**config.mk**
```make
export PLATFORM = sky130hd
export DESIGN_NAME = stereo_voice_fifo
export DESIGN_NICKNAME = d
export VERILOG_FILES = /design/src/rtl/sfe_pkg.sv /design/src/rtl/sfe_fifo.sv /design/src/rtl/sfe_host_port.sv /design/src/rtl/sfe_play_fsm.sv /design/src/rtl/stereo_voice_fifo.sv
export SDC_FILE = /design/constraint.sdc
export NUM_CORES = 1
export LEC_CHECK = 0
export ABC_AREA = 1
export BUFFER_PORTS_ARGS = -buffer_cell sky130_fd_sc_hd__buf_2
export CAP_MARGIN = 40
export CORE_MARGIN = 8
export CORE_UTILIZATION = 45
export DETAILED_ROUTE_END_ITERATION = 7
export GPL_ROUTABILITY_DRIVEN = 0
export HOLD_SLACK_MARGIN = 0.02
export PLACE_DENSITY = 0.65
export SYNTH_ARGS = -nofsm -noshare
export SYNTH_HDL_FRONTEND = slang
export SYNTH_SLANG_ARGS = --single-unit
```
**constraint.sdc**
```tcl
create_clock -name clk -period 5.7 [get_ports clk]
set_clock_uncertainty 0.2 [all_clocks]
set_input_delay 1.14 -clock clk [delete_from_list [all_inputs] [get_ports clk]]
set_output_delay 1.14 -clock clk [all_outputs]
set_load 0.02 [all_outputs]
```
**src/rtl/sfe_pkg.sv**
```systemverilog
package sfe_pkg;

    localparam int NCH   = 2;
    localparam int CMD_W = 7;

    typedef enum logic [1:0] {
        MD_IDLE  = 2'd0,
        MD_PLAY  = 2'd1,
        MD_REC   = 2'd2,
        MD_PAUSE = 2'd3
    } sfe_mode_e;

    typedef enum logic [2:0] {
        ST_IDLE,
        ST_PREFILL,
        ST_STREAM,
        ST_HOLD,
        ST_CAPTURE
    } sfe_state_e;

    typedef struct packed {
        logic      inv_dack;
        logic      inv_dreq;
        logic      inv_flag;
        logic      dma_en;
        logic      stereo;
        sfe_mode_e mode;
    } sfe_cmd_t;

endpackage

```
**src/rtl/sfe_fifo.sv**
```systemverilog
module sfe_fifo #(
    parameter int DW    = 16,
    parameter int DEPTH = 32
) (
    input  logic                         clk,
    input  logic                         rst_n,
    input  logic                         push_i,
    input  logic                         pop_i,
    input  logic [DW-1:0]                din_i,
    output logic [DW-1:0]                head_o,
    output logic [$clog2(DEPTH+1)-1:0]   count_o,
    output logic                         empty_o,
    output logic                         half_o,
    output logic                         full_o
);
    localparam int AW = $clog2(DEPTH);
    localparam int CW = $clog2(DEPTH+1);

    logic [DW-1:0] mem [DEPTH];
    logic [AW-1:0] wr_ptr_q, rd_ptr_q;
    logic [CW-1:0] count_q;
    logic          push_ok, pop_ok;

    assign empty_o = (count_q == '0);
    assign full_o  = (count_q == CW'(DEPTH));
    assign half_o  = (count_q > CW'(DEPTH / 2));
    assign push_ok = push_i && !full_o;
    assign pop_ok  = pop_i && !empty_o;
    assign head_o  = mem[rd_ptr_q];
    assign count_o = count_q;

    function automatic logic [AW-1:0] bump(input logic [AW-1:0] p);
        return (p == AW'(DEPTH - 1)) ? '0 : p + 1'b1;
    endfunction

    always_ff @(posedge clk) begin
        if (push_ok) begin
            mem[wr_ptr_q] <= din_i;
        end
    end

    always_ff @(posedge clk) begin
        if (!rst_n) begin
            wr_ptr_q <= '0;
            rd_ptr_q <= '0;
            count_q  <= '0;
        end else begin
            if (push_ok) wr_ptr_q <= bump(wr_ptr_q);
            if (pop_ok)  rd_ptr_q <= bump(rd_ptr_q);
            unique case ({push_ok, pop_ok})
                2'b10:   count_q <= count_q + 1'b1;
                2'b01:   count_q <= count_q - 1'b1;
                default: count_q <= count_q;
            endcase
        end
    end

    AST_COUNT_RANGE: assert property (@(posedge clk) disable iff (!rst_n)
        count_q <= CW'(DEPTH));
    AST_FULL_HOLD: assert property (@(posedge clk) disable iff (!rst_n)
        (full_o && !pop_i) |=> full_o);

endmodule

```
**src/rtl/sfe_host_port.sv**
```systemverilog
module sfe_host_port
    import sfe_pkg::*;
(
    input  logic                 clk,
    input  logic                 rst_n,
    input  logic                 cs_n,
    input  logic                 rd_n,
    input  logic                 wr_n,
    input  logic                 dc,
    input  logic                 ch_sel,
    input  logic                 iow_n,
    input  logic                 ior_n,
    input  logic                 dack_l,
    input  logic                 dack_r,
    input  logic [CMD_W-1:0]     cmd_byte,
    output sfe_cmd_t             cmd_o,
    output logic [NCH-1:0]       push_o,
    output logic [NCH-1:0]       pop_o,
    output logic                 stat_rd_o,
    output logic                 data_rd_o,
    output logic                 rd_ch_o
);
    sfe_cmd_t cmd_q;
    logic prev_rd_q, prev_wr_q, prev_iow_q, prev_ior_q;
    logic rd_fall, wr_fall, iow_fall, ior_fall;
    logic host_wr, host_rd, host_sel;
    logic [NCH-1:0] dack_act, dma_ch_ok;

    always_ff @(posedge clk) begin
        if (!rst_n) begin
            prev_rd_q  <= 1'b1;
            prev_wr_q  <= 1'b1;
            prev_iow_q <= 1'b1;
            prev_ior_q <= 1'b1;
            cmd_q      <= '0;
        end else begin
            prev_rd_q  <= rd_n;
            prev_wr_q  <= wr_n;
            prev_iow_q <= iow_n;
            prev_ior_q <= ior_n;
            if (host_wr && !dc) begin
                cmd_q <= sfe_cmd_t'(cmd_byte);
            end
        end
    end

    assign rd_fall  = prev_rd_q  && !rd_n;
    assign wr_fall  = prev_wr_q  && !wr_n;
    assign iow_fall = prev_iow_q && !iow_n;
    assign ior_fall = prev_ior_q && !ior_n;

    assign host_wr  = !cs_n && wr_fall;
    assign host_rd  = !cs_n && rd_fall;
    assign host_sel = cmd_q.stereo && ch_sel;

    assign dack_act[0]  = (dack_l == cmd_q.inv_dack);
    assign dack_act[1]  = (dack_r == cmd_q.inv_dack);
    assign dma_ch_ok[0] = cmd_q.dma_en && dack_act[0];
    assign dma_ch_ok[1] = cmd_q.dma_en && dack_act[1] && cmd_q.stereo;

    for (genvar c = 0; c < NCH; c++) begin : g_ch
        assign push_o[c] = (host_wr && dc && (host_sel == c[0]))
                         || (iow_fall && dma_ch_ok[c]);
        assign pop_o[c]  = (host_rd && dc && (host_sel == c[0]))
                         || (ior_fall && dma_ch_ok[c]);
    end

    always_comb begin
        if (ior_fall && dma_ch_ok[0]) begin
            rd_ch_o = 1'b0;
        end else if (ior_fall && dma_ch_ok[1]) begin
            rd_ch_o = 1'b1;
        end else begin
            rd_ch_o = host_sel;
        end
    end

    assign stat_rd_o = host_rd && !dc;
    assign data_rd_o = |pop_o;
    assign cmd_o     = cmd_q;

    AST_CS_IGNORE: assert property (@(posedge clk) disable iff (!rst_n)
        cs_n |=> $stable(cmd_q));

endmodule

```
**src/rtl/sfe_play_fsm.sv**
```systemverilog
module sfe_play_fsm
    import sfe_pkg::*;
#(
    parameter int DW = 16
) (
    input  logic            clk,
    input  logic            rst_n,
    input  sfe_mode_e       mode_i,
    input  logic            stereo_i,
    input  logic            half_l_i,
    input  logic            half_r_i,
    input  logic            empty_l_i,
    input  logic            empty_r_i,
    input  logic            tick_i,
    input  logic [DW-1:0]   head_l_i,
    input  logic [DW-1:0]   head_r_i,
    output sfe_state_e      state_o,
    output logic            busy_o,
    output logic            playing_o,
    output logic [NCH-1:0]  pop_o,
    output logic            valid_o,
    output logic [DW-1:0]   left_o,
    output logic [DW-1:0]   right_o
);
    sfe_state_e state_q, state_d;
    logic       started_q, started_d;
    logic       half_ok, avail, consume;

    assign half_ok = stereo_i ? (half_l_i && half_r_i) : half_l_i;
    assign avail   = stereo_i ? (!empty_l_i && !empty_r_i) : !empty_l_i;

    always_ff @(posedge clk) begin
        if (!rst_n) begin
            state_q   <= ST_IDLE;
            started_q <= 1'b0;
        end else begin
            state_q   <= state_d;
            started_q <= started_d;
        end
    end

    always_comb begin
        state_d   = state_q;
        started_d = started_q;
        unique case (state_q)
            ST_IDLE: begin
                unique case (mode_i)
                    MD_PLAY:  state_d = ST_PREFILL;
                    MD_REC:   state_d = ST_CAPTURE;
                    MD_PAUSE: state_d = ST_HOLD;
                    default:  state_d = ST_IDLE;
                endcase
            end
            ST_PREFILL: begin
                unique case (mode_i)
                    MD_IDLE:  state_d = ST_IDLE;
                    MD_REC:   state_d = ST_CAPTURE;
                    MD_PAUSE: state_d = ST_HOLD;
                    default:  state_d = half_ok ? ST_STREAM : ST_PREFILL;
                endcase
            end
            ST_STREAM: begin
                unique case (mode_i)
                    MD_IDLE:  state_d = ST_IDLE;
                    MD_REC:   state_d = ST_CAPTURE;
                    MD_PAUSE: state_d = ST_HOLD;
                    default:  state_d = ST_STREAM;
                endcase
            end
            ST_HOLD: begin
                unique case (mode_i)
                    MD_IDLE:  state_d = ST_IDLE;
                    MD_REC:   state_d = ST_CAPTURE;
                    MD_PLAY:  state_d = started_q ? ST_STREAM : ST_PREFILL;
                    default:  state_d = ST_HOLD;
                endcase
            end
            ST_CAPTURE: begin
                unique case (mode_i)
                    MD_IDLE:  state_d = ST_IDLE;
                    MD_PLAY:  state_d = ST_PREFILL;
                    MD_PAUSE: state_d = ST_HOLD;
                    default:  state_d = ST_CAPTURE;
                endcase
            end
            default: state_d = ST_IDLE;
        endcase
        if (state_d == ST_STREAM) begin
            started_d = 1'b1;
        end else if (state_d == ST_IDLE || state_d == ST_CAPTURE) begin
            started_d = 1'b0;
        end
    end

    always_comb begin
        busy_o    = (state_q != ST_IDLE);
        playing_o = (state_q == ST_PREFILL) || (state_q == ST_STREAM);
        consume   = (state_q == ST_STREAM) && tick_i && avail;
        pop_o[0]  = consume;
        pop_o[1]  = consume && stereo_i;
        state_o   = state_q;
    end

    always_ff @(posedge clk) begin
        if (!rst_n) begin
            valid_o <= 1'b0;
            left_o  <= '0;
            right_o <= '0;
        end else begin
            valid_o <= consume;
            if (consume) begin
                left_o  <= head_l_i;
                right_o <= stereo_i ? head_r_i : '0;
            end
        end
    end

    AST_STREAM_AFTER_HALF: assert property (@(posedge clk) disable iff (!rst_n)
        (state_q == ST_STREAM && $past(state_q) == ST_PREFILL) |-> $past(half_ok));
    AST_VALID_FROM_STREAM: assert property (@(posedge clk) disable iff (!rst_n)
        valid_o |-> $past(state_q == ST_STREAM));

endmodule

```
**src/rtl/stereo_voice_fifo.sv**
```systemverilog
module stereo_voice_fifo
    import sfe_pkg::*;
#(
    parameter int DW    = 16,
    parameter int DEPTH = 32
) (
    input  logic          clk,
    input  logic          rst_n,
    input  logic          cs_n,
    input  logic          rd_n,
    input  logic          wr_n,
    input  logic          dc,
    input  logic          ch_sel,
    input  logic [DW-1:0] data_in,
    output logic [DW-1:0] bus_out,
    input  logic          iow_n,
    input  logic          ior_n,
    input  logic          dack_l,
    input  logic          dack_r,
    output logic          dreq_l,
    output logic          dreq_r,
    output logic          flag_empty,
    output logic          flag_half,
    output logic          flag_full,
    output logic          busy_n,
    input  logic          rec_push,
    input  logic [DW-1:0] rec_sample,
    input  logic          sample_tick,
    output logic          play_valid,
    output logic [DW-1:0] play_left,
    output logic [DW-1:0] play_right
);
    localparam int CW = $clog2(DEPTH+1);

    sfe_cmd_t       cmd;
    sfe_state_e     state;
    logic [NCH-1:0] port_push, port_pop, play_pop, q_push, q_pop;
    logic [NCH-1:0] q_empty, q_half, q_full;
    logic [DW-1:0]  q_head [NCH];
    logic [DW-1:0]  q_din  [NCH];
    logic [CW-1:0]  q_count [NCH];
    logic           stat_rd, data_rd, rd_ch, busy, playing, rec_ok, disp;
    logic           sel_empty, sel_half, sel_full;

    sfe_host_port u_port (
        .clk       (clk),
        .rst_n     (rst_n),
        .cs_n      (cs_n),
        .rd_n      (rd_n),
        .wr_n      (wr_n),
        .dc        (dc),
        .ch_sel    (ch_sel),
        .iow_n     (iow_n),
        .ior_n     (ior_n),
        .dack_l    (dack_l),
        .dack_r    (dack_r),
        .cmd_byte  (data_in[CMD_W-1:0]),
        .cmd_o     (cmd),
        .push_o    (port_push),
        .pop_o     (port_pop),
        .stat_rd_o (stat_rd),
        .data_rd_o (data_rd),
        .rd_ch_o   (rd_ch)
    );

    assign rec_ok = rec_push && (state == ST_CAPTURE);

    for (genvar c = 0; c < NCH; c++) begin : g_q
        if (c == 0) begin : g_rec
            assign q_push[c] = port_push[c] || rec_ok;
            assign q_din[c]  = rec_ok ? rec_sample : data_in;
        end else begin : g_norec
            assign q_push[c] = port_push[c];
            assign q_din[c]  = data_in;
        end
        assign q_pop[c] = port_pop[c] || play_pop[c];

        sfe_fifo #(.DW(DW), .DEPTH(DEPTH)) u_fifo (
            .clk     (clk),
            .rst_n   (rst_n),
            .push_i  (q_push[c]),
            .pop_i   (q_pop[c]),
            .din_i   (q_din[c]),
            .head_o  (q_head[c]),
            .count_o (q_count[c]),
            .empty_o (q_empty[c]),
            .half_o  (q_half[c]),
            .full_o  (q_full[c])
        );
    end

    sfe_play_fsm #(.DW(DW)) u_fsm (
        .clk       (clk),
        .rst_n     (rst_n),
        .mode_i    (cmd.mode),
        .stereo_i  (cmd.stereo),
        .half_l_i  (q_half[0]),
        .half_r_i  (q_half[1]),
        .empty_l_i (q_empty[0]),
        .empty_r_i (q_empty[1]),
        .tick_i    (sample_tick),
        .head_l_i  (q_head[0]),
        .head_r_i  (q_head[1]),
        .state_o   (state),
        .busy_o    (busy),
        .playing_o (playing),
        .pop_o     (play_pop),
        .valid_o   (play_valid),
        .left_o    (play_left),
        .right_o   (play_right)
    );

    assign disp      = cmd.stereo && ch_sel;
    assign sel_empty = q_empty[disp];
    assign sel_half  = q_half[disp];
    assign sel_full  = q_full[disp];

    assign flag_empty = sel_empty ^ cmd.inv_flag;
    assign flag_half  = sel_half  ^ cmd.inv_flag;
    assign flag_full  = sel_full  ^ cmd.inv_flag;
    assign busy_n     = !busy;

    assign dreq_l = (cmd.dma_en && ((playing && !q_full[0])
                  || (state == ST_CAPTURE && !q_empty[0]))) ^ cmd.inv_dreq;
    assign dreq_r = (cmd.dma_en && cmd.stereo && playing && !q_full[1])
                  ^ cmd.inv_dreq;

    always_ff @(posedge clk) begin
        if (!rst_n) begin
            bus_out <= '0;
        end else if (stat_rd) begin
            bus_out <= DW'({busy, sel_full, sel_half, sel_empty});
        end else if (data_rd) begin
            bus_out <= q_empty[rd_ch] ? '0 : q_head[rd_ch];
        end
    end

    AST_FLAGS_EXCL: assert property (@(posedge clk) disable iff (!rst_n)
        !(sel_empty && sel_full));
    AST_BUSY_WHILE_PLAY: assert property (@(posedge clk) disable iff (!rst_n)
        play_valid |-> $past(!busy_n));
    AST_COUNT_TRACK: assert property (@(posedge clk) disable iff (!rst_n)
        (q_push[0] && !q_pop[0] && !q_full[0]) |=> (q_count[0] == $past(q_count[0]) + 1'b1));

endmodule

```
==> impl_metrics.yaml <==
run_status:
  status: "complete, no violations"
synth:
  seq_area_frac_synth: 0.7020
  syn_area_um2: 46830
  ys_ff_latch: 1130
  ys_warn_count: 0
  synth_nets: 4227
  synthCells: 4162
  avgSynthCellArea_um2: 11.25
  yosys.cell_types.count: 42
setup_path:
  reg2reg_slack_ps: 1800
  cp_cell_sequence: "inv_1 -> nor2_1 -> o21ai_0 -> o22ai_1 -> xor2_1 -> buf_2"
  cp_num_buf_inv: 2
  cp_max_fo: 20
  arrival_ps: 2800
  crit_path_end_kind: "output pin"
  cp_top_family: "flip-flops"
  critPathKind: "reg2out"
  reg2reg_from: "u_port.cmd_o[2]$_SDFFE_PN0P_"
  required_ps: 4360
  start_kind: "register"
  reg2reg_to: "g_q[0].u_fifo.count_o[4]$_SDFFE_PN0P_"
  cpMaxStageDelayCell: "dfxtp_1"
  worst_path_largest_cell_delay_ps: 870
  ff2ff_path_depth: 14
sta:
  slew_headroom: 0.3695
  worst_pin_slew_ps: 945.7
  max_freq_mhz: 241.8
  finalSetupViolCount: 0
  rsz0062_at_grt: "no"
  setup_tns_ps: 0
  hold_violations: 0
  setup_slack_ps: 1564
  min_period_ps: 4136
  maxSlewViolCount: 0
  finalCritPeriodShare: 0.7256
routing:
  drt_drc_violations_left: 0
  num_vias: 31438
  vias_per_cell: 5.499
  wirelength_um: 125700
  ant_nets: 0
  drt-wirelength-per-cell_um: 21.99
  initialDrtViolationCount: 3238
  drtPass1Iterations: 7
floorplanning:
  core_um2: 103300
  die_y_um: 338.6
  pin_count: 100
  dieArea_um2: 114600
  initial_core_util: 0.4531
  num_rows: 118
  die_x_um: 338.6
cells_and_area:
  fillCellCount: 8986
  final_common_cell: "nand2_1"
  stdcell_count: 5717
  area_growth_pct: 11.97
  layout_common_cells: "nand2_1, edfxtp_1, nand3_1, clkbuf_16, nor2_1"
  fin_nets: 4305
  drive_gt1_frac: 0.1061
  final_core_util: 0.5073
  fin_area_um2: 52430
worst_hold_path:
  worstHoldPathCells: 2
  worstHoldEndpoint: "u_fsm.right_o[0]$_SDFFE_PN0N_"
  hp-start: "u_fsm.right_o[0]$_SDFFE_PN0N_"
  hp-class: "reg2reg"
placed_design:
  io_buffers: 99
  placed_area_um2: 48640
  pre_cts_ws_ps: 1514
  dpl.hpwl_um: 73090
  placed_cells: 5505
clocking:
  cts-resized-gates: 0
  cts_buffers: 113
  clock_latency_ps: 720
  ctsHoldBuffers: 0
  path_clk_slew_ps: 60
  post_cts_buffers: 0
  cts_tree: "done"
  root_buffer: "clkbuf_16"
  htreeDepth: 3
  clockBufferDepth: 3
  clkSinkCount: 1130
grt:
  grt_pass1_vias: 29710
  grt_max_degree: 176
  grt_overflow: 0
  grtUsageTotal: 0.2119
  grt_pass1_wl_um: 187300
  antenna_found_initial: 4
flow_run:
  cap_viol_max_count: 0
pwr:
  ir_worst_vdd_mv: 0.2358
  p_leak_nw: 19.05
  power_density_nw_per_um2: 331.9
cell type report:
class / count / area (um^2) / area share
Clock buffer: 148 / 3120 / 0.05951
Inverter: 87 / 347.8 / 0.006634
Sequential cell: 1130 / 32890 / 0.6273
Timing Repair Buffer: 207 / 1483 / 0.02828
Antenna cell: 1 / 2.502 / 0.00004773
Clock inverter: 63 / 668.1 / 0.01274
Multi-Input combinational cell: 2701 / 12200 / 0.2326
Tap cell: 1380 / 1727 / 0.03293
cell families after synthesis:
kind of cell	count (synthesis)	share of synthesized area
muxes	16	0.003848
adders and majority gates	20	0.005344
DFF	1130	0.7020
buffers and inverters	331	0.03845
AOI/OAI and AO/OA	152	0.01796
xor gates and xnor gates	25	0.004676
and+or+nand+nor	2488	0.2277
power breakdown:
part / switching [mW] / internal (mW) / leakage [nW]
logic: 0.627 / 0.189 / 7.12
clock network: 3.17 / 4.32 / 1.86
registers: 0.0351 / 9.06 / 10.1
total: 3.83 / 13.6 / 19.0
sequential cells by signal, summed over array words and instances, names as in the netlist, named ones only:
name                 flops
bus_out                 16
u_port.prev_ior_q        1
u_fsm.state_o            3
u_fsm.right_o           16
u_fsm.left_o            16
u_fsm.valid_o            1
u_port.prev_wr_q         1
g_q.u_fifo.rd_ptr_q     10
g_q.u_fifo.wr_ptr_q     10
u_port.prev_iow_q        1
g_q.u_fifo.count_o      12
u_fsm.started_q          1
u_port.cmd_o             7
u_port.prev_rd_q         1
g_q.u_fifo.mem        1024
worst max-delay path by stage:
| stage | cells after the start | from | to |
|---|---|---|---|
| floorplan | 7 | cs_n | g_q[1].u_fifo.mem[23][0]$_DFFE_PP_ |
| global placement | 8 | cs_n | g_q[1].u_fifo.mem[29][1]$_DFFE_PP_ |
| detailed placement | 16 | cs_n | g_q[1].u_fifo.count_o[4]$_SDFFE_PN0P_ |
| CTS | 6 | u_port.cmd_o[2]$_SDFFE_PN0P_ | flag_half |
| global route | 6 | u_port.cmd_o[2]$_SDFFE_PN0P_ | flag_half |
| finish | 6 | u_port.cmd_o[2]$_SDFFE_PN0P_ | flag_half |
cells in the mapped netlist:
cell	count	area, um^2
nand2_1	1443	5416
edfxtp_1	1024	30750
nand3_1	868	4344
dfxtp_1	106	2122
nor2_1	102	382.9
a21oi_1	79	395.4
inv_1	78	292.8
buf_2	70	350.3
o21ai_0	54	270.3
clkbuf_1	51	191.4
buf_4	45	337.8
buf_1	39	146.4
buf_6	38	427.9
nand4_1	23	143.9
ha_1	20	250.2
nor3_1	18	90.09
mux2_2	16	180.2
xor2_1	13	113.9
xnor2_1	12	105.1
a21oi_2	11	96.34
nand3_2	10	100.1
nand2_2	8	50.05
inv_2	7	26.28
nor3b_1	3	22.52
or2_2	3	18.77
a21boi_0	2	15.01
inv_4	2	12.51
nand4_2	2	25.02
nor2_4	2	22.52
a2111oi_0	1	8.760
buf_8	1	15.01
nand2_4	1	11.26
nand3b_1	1	7.510
nor2_2	1	6.260
nor3_2	1	10.01
nor4_1	1	6.260
o211ai_1	1	7.510
o211ai_2	1	12.51
o211ai_4	1	21.27
o21a_1	1	7.510
o22ai_1	1	6.260
or2_1	1	6.260
through the flow:
stage               hold WS [ps]  total power [mW]
floorplan                  253.2             9.743
global placement           256.2             10.07
detailed placement         259.6             10.08
CTS                        268.9             17.49
global route               289.5             17.87
finish                     275.7             17.40
worst register-to-register path: cells and delay by family, from the launching register on:
kind                       cells  cell delay [ps]
DFF                            1              870
and+or+nand+nor                1               70
AOI/OAI and AO/OA              5             1350
xor gates and xnor gates       2              370
adders and majority gates      2              530
buffers and inverters          4              410
layer usage:
layer | vias up | share of wire | track usage | wire length [um]
met4 | 0 | 0.035 | 0.07556 | 4357
met1 | 15206 | 0.41 | 0.2901 | 51720
met5 | - | 0 | 0 | 0
met2 | 1341 | 0.47 | 0.3432 | 59500
li1 | 14645 | - | - | -
met3 | 246 | 0.081 | 0.03325 | 10130
(Power assumes the default switching activity.)
